File: src/rtl/arb_pkg.sv
`timescale 1ns/1ps
package arb_pkg;

  typedef enum logic [2:0] {
    ARB_STATIC  = 3'd0,
    ARB_SLOT    = 3'd1,
    ARB_LRU     = 3'd2,
    ARB_RING    = 3'd3,
    ARB_ARRIVAL = 3'd4
  } arb_mode_e;

  // Unused codes fall back to fixed priority.
  function automatic arb_mode_e decode_mode(input logic [2:0] code);
    case (code)
      3'd1:    return ARB_SLOT;
      3'd2:    return ARB_LRU;
      3'd3:    return ARB_RING;
      3'd4:    return ARB_ARRIVAL;
      default: return ARB_STATIC;
    endcase
  endfunction

endpackage

File: src/rtl/arb_oldest_pick.sv
`timescale 1ns/1ps
// Picks the candidate that no other candidate precedes.
// older[j][i] = 1 means device j ranks ahead of device i.
module arb_oldest_pick #(
  parameter int N = 4,
  localparam int IW = $clog2(N)
) (
  input  logic [N-1:0][N-1:0] older,
  input  logic [N-1:0]        cand,
  output logic                win_vld,
  output logic [IW-1:0]       win_idx
);

  logic [N-1:0] beaten;
  logic [N-1:0] eligible;

  always_comb begin
    beaten = '0;
    for (int i = 0; i < N; i++) begin
      for (int j = 0; j < N; j++) begin
        if (j != i && cand[j] && older[j][i]) beaten[i] = 1'b1;
      end
    end
  end

  assign eligible = cand & ~beaten;

  always_comb begin
    win_vld = 1'b0;
    win_idx = '0;
    for (int i = 0; i < N; i++) begin
      if (!win_vld && eligible[i]) begin
        win_vld = 1'b1;
        win_idx = IW'(i);
      end
    end
  end

endmodule

File: src/rtl/arb_slot_timer.sv
`timescale 1ns/1ps
// Rotating slot owner; advances every slot_len cycles (0 counts as 1).
module arb_slot_timer #(
  parameter int N = 4,
  parameter int SLOT_W = 8,
  localparam int IW = $clog2(N)
) (
  input  logic              clk,
  input  logic              rst_n,
  input  logic [SLOT_W-1:0] slot_len,
  output logic [IW-1:0]     slot_idx
);

  logic [SLOT_W-1:0] cnt_q;
  logic              slot_end;

  assign slot_end = (slot_len == '0) || (cnt_q == slot_len - SLOT_W'(1));

  always_ff @(posedge clk or negedge rst_n) begin
    if (!rst_n) begin
      cnt_q    <= '0;
      slot_idx <= '0;
    end else if (slot_end) begin
      cnt_q    <= '0;
      slot_idx <= (slot_idx == IW'(N - 1)) ? '0 : slot_idx + IW'(1);
    end else begin
      cnt_q <= cnt_q + SLOT_W'(1);
    end
  end

endmodule

File: src/rtl/arb_lru_order.sv
`timescale 1ns/1ps
// Usage order as a precedence matrix; a grant moves its device to newest.
module arb_lru_order #(
  parameter int N = 4,
  localparam int IW = $clog2(N)
) (
  input  logic          clk,
  input  logic          rst_n,
  input  logic [N-1:0]  req,
  input  logic          upd_vld,
  input  logic [IW-1:0] upd_idx,
  output logic          win_vld,
  output logic [IW-1:0] win_idx
);

  logic [N-1:0][N-1:0] older_q;

  always_ff @(posedge clk or negedge rst_n) begin
    if (!rst_n) begin
      for (int i = 0; i < N; i++) begin
        for (int j = 0; j < N; j++) begin
          older_q[i][j] <= (i < j);
        end
      end
    end else if (upd_vld) begin
      for (int j = 0; j < N; j++) begin
        if (IW'(j) != upd_idx) begin
          older_q[upd_idx][j] <= 1'b0;
          older_q[j][upd_idx] <= 1'b1;
        end
      end
    end
  end

  arb_oldest_pick #(.N(N)) u_pick (
    .older   (older_q),
    .cand    (req),
    .win_vld (win_vld),
    .win_idx (win_idx)
  );

endmodule

File: src/rtl/arb_arrival_order.sv
`timescale 1ns/1ps
// Arrival order as a precedence matrix; rising requests become newest,
// simultaneous risers ranked by ascending index.
module arb_arrival_order #(
  parameter int N = 4,
  localparam int IW = $clog2(N)
) (
  input  logic          clk,
  input  logic          rst_n,
  input  logic [N-1:0]  req,
  output logic          win_vld,
  output logic [IW-1:0] win_idx
);

  logic [N-1:0]        req_q;
  logic [N-1:0]        arrive;
  logic [N-1:0][N-1:0] older_q;
  logic [N-1:0][N-1:0] older_nxt;

  assign arrive = req & ~req_q;

  always_comb begin
    older_nxt = older_q;
    for (int i = 0; i < N; i++) begin
      for (int j = 0; j < N; j++) begin
        if (i != j) begin
          if (arrive[i] && arrive[j]) older_nxt[i][j] = (i < j);
          else if (arrive[i])         older_nxt[i][j] = 1'b0;
          else if (arrive[j])         older_nxt[i][j] = 1'b1;
        end
      end
    end
  end

  always_ff @(posedge clk or negedge rst_n) begin
    if (!rst_n) begin
      req_q <= '0;
      for (int i = 0; i < N; i++) begin
        for (int j = 0; j < N; j++) begin
          older_q[i][j] <= (i < j);
        end
      end
    end else begin
      req_q   <= req;
      older_q <= older_nxt;
    end
  end

  arb_oldest_pick #(.N(N)) u_pick (
    .older   (older_nxt),
    .cand    (req),
    .win_vld (win_vld),
    .win_idx (win_idx)
  );

endmodule

File: src/rtl/arb_multi_bus.sv
`timescale 1ns/1ps
module arb_multi_bus
  import arb_pkg::*;
#(
  parameter int N_DEV  = 4,
  parameter int SLOT_W = 8,
  localparam int IW = $clog2(N_DEV)
) (
  input  logic              clk,
  input  logic              rst_n,
  input  logic [N_DEV-1:0]  req_i,
  input  logic              bus_busy_i,
  input  logic [2:0]        mode_i,
  input  logic [SLOT_W-1:0] slot_len_i,
  output logic [N_DEV-1:0]  gnt_o
);

  // {valid, index}: lowest requesting index.
  function automatic logic [IW:0] pick_lowest(input logic [N_DEV-1:0] r);
    logic [IW:0] res;
    res = '0;
    for (int i = N_DEV - 1; i >= 0; i--) begin
      if (r[i]) res = {1'b1, IW'(i)};
    end
    return res;
  endfunction

  // {valid, index}: first requester after base, walking the ring; base last.
  function automatic logic [IW:0] pick_ring(input logic [N_DEV-1:0] r,
                                            input logic [IW-1:0]  base);
    logic [IW:0] res;
    res = '0;
    for (int s = N_DEV; s >= 1; s--) begin
      int t;
      t = int'(base) + s;
      if (t >= N_DEV) t = t - N_DEV;
      if (r[IW'(t)]) res = {1'b1, IW'(t)};
    end
    return res;
  endfunction

  // State
  logic      own_vld;
  logic [IW-1:0] own_idx;
  arb_mode_e cur_mode;
  logic [IW-1:0] ring_base;

  // Named internal events
  logic          arb_window;
  logic          holder_release;
  logic          issue;
  logic          pick_vld;
  logic [IW-1:0] pick_idx;
  logic [IW-1:0] slot_idx;
  logic          lru_vld;
  logic [IW-1:0] lru_idx;
  logic          arr_vld;
  logic [IW-1:0] arr_idx;
  logic [IW:0]   low_pick;
  logic [IW:0]   ring_pick;

  assign arb_window     = !own_vld && !bus_busy_i;
  assign holder_release = own_vld && !req_i[own_idx];
  assign low_pick       = pick_lowest(req_i);
  assign ring_pick      = pick_ring(req_i, ring_base);
  assign issue          = arb_window && pick_vld;

  arb_slot_timer #(.N(N_DEV), .SLOT_W(SLOT_W)) u_slot (
    .clk      (clk),
    .rst_n    (rst_n),
    .slot_len (slot_len_i),
    .slot_idx (slot_idx)
  );

  arb_lru_order #(.N(N_DEV)) u_lru (
    .clk     (clk),
    .rst_n   (rst_n),
    .req     (req_i),
    .upd_vld (issue),
    .upd_idx (pick_idx),
    .win_vld (lru_vld),
    .win_idx (lru_idx)
  );

  arb_arrival_order #(.N(N_DEV)) u_arr (
    .clk     (clk),
    .rst_n   (rst_n),
    .req     (req_i),
    .win_vld (arr_vld),
    .win_idx (arr_idx)
  );

  always_comb begin
    case (cur_mode)
      ARB_SLOT: begin
        pick_vld = req_i[slot_idx];
        pick_idx = slot_idx;
      end
      ARB_LRU: begin
        pick_vld = lru_vld;
        pick_idx = lru_idx;
      end
      ARB_RING: begin
        pick_vld = ring_pick[IW];
        pick_idx = ring_pick[IW-1:0];
      end
      ARB_ARRIVAL: begin
        pick_vld = arr_vld;
        pick_idx = arr_idx;
      end
      default: begin
        pick_vld = low_pick[IW];
        pick_idx = low_pick[IW-1:0];
      end
    endcase
  end

  always_ff @(posedge clk or negedge rst_n) begin
    if (!rst_n) begin
      own_vld   <= 1'b0;
      own_idx   <= '0;
      cur_mode  <= ARB_STATIC;
      ring_base <= IW'(N_DEV - 1);
    end else begin
      if (arb_window) cur_mode <= decode_mode(mode_i);
      if (issue) begin
        own_vld   <= 1'b1;
        own_idx   <= pick_idx;
        ring_base <= pick_idx;
      end else if (holder_release) begin
        own_vld <= 1'b0;
      end
    end
  end

  for (genvar k = 0; k < N_DEV; k++) begin : g_gnt
    assign gnt_o[k] = own_vld && (own_idx == IW'(k));
  end

endmodule

File: config.mk
export PLATFORM = sky130hd
export DESIGN_NAME = arb_multi_bus
export DESIGN_NICKNAME = d
export VERILOG_FILES = /design/src/rtl/arb_pkg.sv /design/src/rtl/arb_oldest_pick.sv /design/src/rtl/arb_slot_timer.sv /design/src/rtl/arb_lru_order.sv /design/src/rtl/arb_arrival_order.sv /design/src/rtl/arb_multi_bus.sv
export SDC_FILE = /design/constraint.sdc
export NUM_CORES = 1
export LEC_CHECK = 0
export ABC_CLOCK_PERIOD_IN_PS = 3170
export BUFFER_PORTS_ARGS = -buffer_cell sky130_fd_sc_hd__buf_2
export CORE_MARGIN = 2
export CORE_UTILIZATION = 55
export DETAILED_ROUTE_END_ITERATION = 8
export PLACE_DENSITY = 0.74
export SLEW_MARGIN = 20
export SYNTH_ARGS = -nofsm -noshare
export SYNTH_HDL_FRONTEND = slang
export SYNTH_SLANG_ARGS = --single-unit
File: constraint.sdc
create_clock -name clk -period 3.17 [get_ports clk]
set_input_delay 0 -clock clk [delete_from_list [all_inputs] [get_ports clk]]
set_output_delay 0 -clock clk [all_outputs]
set_load 0.01 [all_outputs]
==> metrics <==
outcome=finished clean; Post-Layout Cell Count=370; Placeable Area=4690 sq um; total CTS buffers=5; htree depth=2; Final min period=2.50 ns; Hold Buf Count CTS=9; max-slew violation count=0; Post-Syn Area=2660 sq um; Setup WS pre-CTS=0.827 ns; initial drt markers=180; vias post-DR=2133; Synth-to-Final Area Change=11.8%; die area=5410 sq um; share of cells above drive strength 1=17.7%; top post-synthesis cells by area=dfrtp_1 30%, dfstp_2 14%, nor2_1 6.1%, nand2_1 4.2%, xor2_1 3.3%; Req. time, crit path=3.41 ns; period utilisation layout=78.9%; max incr delay on CP=0.53 ns; gpl congestion=0.889; setup violators final=0; Post-CTS Setup Repair Bufs=0; CTS tree=done; initial antenna violation count=0; critical path launch point type=primary input; Rel. slew slack=58.2%; sequential area share after synthesis=43.9%; Mapped Cells=286; Die W=73.5 um; Yosys top cell area share=30.1%; reg2reg setup slack=0.80 ns; ANT nets after route=0; DRT Wirelength=5510 um; largest area contributor in the netlist=dfrtp_1; gr usage total=22.4%; Crit Path Class=in -> reg; pin count of the biggest net entering global routing=47; dpl cells=353; # clock sinks=46; Slew @ Worst Pin=0.625 ns; Layout Nets=336; Root Driver=clkbuf_8; DRC violations left=0; Worst Hold Endpoint=u_arr.req_q[3]$_DFF_PN0_; cts repair resizes=0; peak supply drop=0.348 mV; antenna cell count=0; Synth Warn #=0; worst setup margin=0.669 ns; dpl hpwl=3860 um; Clock Latency Late Sink=0.30 ns; crit path max fanout=18; Max Clk Rate=400 MHz; worst hold path depth=1; CP cell instances=dlygate4sd3_1 > buf_2 > nor2b_1 > o21ai_0 > a211oi_1 > nor2_1 > o211ai_1 > and2_4 > mux2_4; leakage=1.33 nW; IO Port Bufs=21; clk buf depth=2; RSZ-0062 raised after global routing=no; PwrDens=723 nW/um^2; row count=25; vias in the first global route=1970; crit end category=flop; crit path buf inv count=2; Core Util, Final=63.4%; Hold Crit Class=in -> reg; number of flops mapped to enable cells by yosys=0; reg2reg start=u_arr.req_q[2]$_DFF_PN0_; Netlist cell types=61; Synth async-reset ratio=100%; Clk pin slew, worst setup/hold paths=0.08 ns; Ports=22; Worst R2R Path Depth=7; vias per std cell=5.76; slowest stage cell, crit path=o211ai_1; maxcap violations=0; clock skew=0.0108 ns; Synth Net Count=307; die height=73.5 um; total power=0.00215 W; Mapped Avg Cell Area=9.30 sq um; Routed WL per cell=14.9 um; router iterations before antenna repair=4; Hold Fails Final Rpt=0; starting density of the core=56.7%; hold path startpoint=req_i[3]; Overflow after GRT=0; data arrival time of the critical path=2.74 ns; setup tns final=0 ns; first-pass GRT wire length=9250 um; critical path's top delay family=compound AO/OA/AOI/OAI gates; #FFs+latches synth=46; Most used DFF post-synth=dfrtp_1
## worst max path at each step
stage / cells past startpoint / slack (ns) / to / start
final: 9 / 0.67 / flop / req_i[2]
after global routing: 9 / 0.47 / flop / req_i[2]
after CTS: 9 / 0.70 / flop / req_i[2]
after detailed placement: 7 / 0.83 / flop / u_arr.req_q[2]$_DFF_PN0_
after global placement: 7 / 0.88 / flop / u_arr.older_q[6]$_DFF_PN1_
after floorplan: 7 / 0.99 / flop / u_slot.slot_idx[0]$_DFFE_PN0N_
## area by class of cell
cell class	instances	area (sq um)
Fill cell	388	1720
Multi-Input combinational cell	217	1390
Sequential cell	46	1170
Timing Repair Buffer	30	198
Clock buffer	7	86.3
Tap cell	54	67.6
Inverter	15	56.3
Clock inverter	1	5.00
## through the flow
step	hold WS (ns)	area, sq um
6_report	0.0205	2970
3_3_place_gp	0.223	2790
3_5_place_dp	0.230	2790
4_1_cts	0.00597	2970
5_1_grt	0.0303	2970
2_1_floorplan	-0.296	2660
## synthesized netlist by cell type (4+ instances only)
cell	instances
nor2_1	43
dfrtp_1	32
nand2_1	30
inv_1	15
dfstp_2	14
a21oi_1	12
nand3_1	11
xor2_1	10
o21ai_0	9
nor2b_1	7
and3_1	6
nand2b_1	6
a211oi_1	5
a21boi_0	5
buf_2	5
o22ai_1	5
nor3_1	4
o21a_1	4
## cells in the final DEF (no fill, tap or decap), types with 4 or more instances in the layout
master / synthesis / routed
a21boi_0: 5 / 5
a211oi_1: 5 / 5
dlygate4sd3_1: 0 / 9
nand2b_1: 6 / 6
and3_1: 6 / 6
nor3_1: 4 / 4
a21oi_1: 12 / 12
nor2_1: 43 / 43
buf_2: 5 / 20
o21a_1: 4 / 4
o21ai_0: 9 / 9
xor2_1: 10 / 10
dfrtp_1: 32 / 32
nor2b_1: 7 / 7
o22ai_1: 5 / 5
dfstp_2: 14 / 14
inv_1: 15 / 15
nand2_1: 30 / 30
nand3_1: 11 / 11
clkbuf_8: 0 / 6
## kinds of logic (layout without fill, tap and decap cells)
logic type                 count (synthesis)  count (layout)  share of synthesized area [%]
buffers and inverters                     23              53                           3.76
adders and majority gates                  3               3                           1.41
muxes                                      8               8                           4.28
DFF                                       46              46                           43.9
and+or+nand+nor                          122             122                           21.8
xor gates and xnor gates                  13              13                           4.28
AOI/OAI and AO/OA                         71              71                           20.5
## power breakdown
group	switching (W)	leakage (nW)	internal (W)	total, W
Clock	0.000186	0.0482	0.000176	0.000362
Combinational	0.000396	0.750	0.000363	0.000758
Sequential	0.000217	0.529	0.000812	0.00103
## metal layers
layer / part of all wire [%] / vias to the layer above / routed length (um) / global-route usage (%)
met5: 0 / - / 0 / 0
met4: 1.7 / 0 / 92 / 8.69
met2: 45 / 41 / 2500 / 33.6
met1: 49 / 1003 / 2680 / 31.9
met3: 4.5 / 8 / 249 / 4.39
li1: - / 1081 / - / -
No activity file was read; power rests on OpenSTA's default activity.
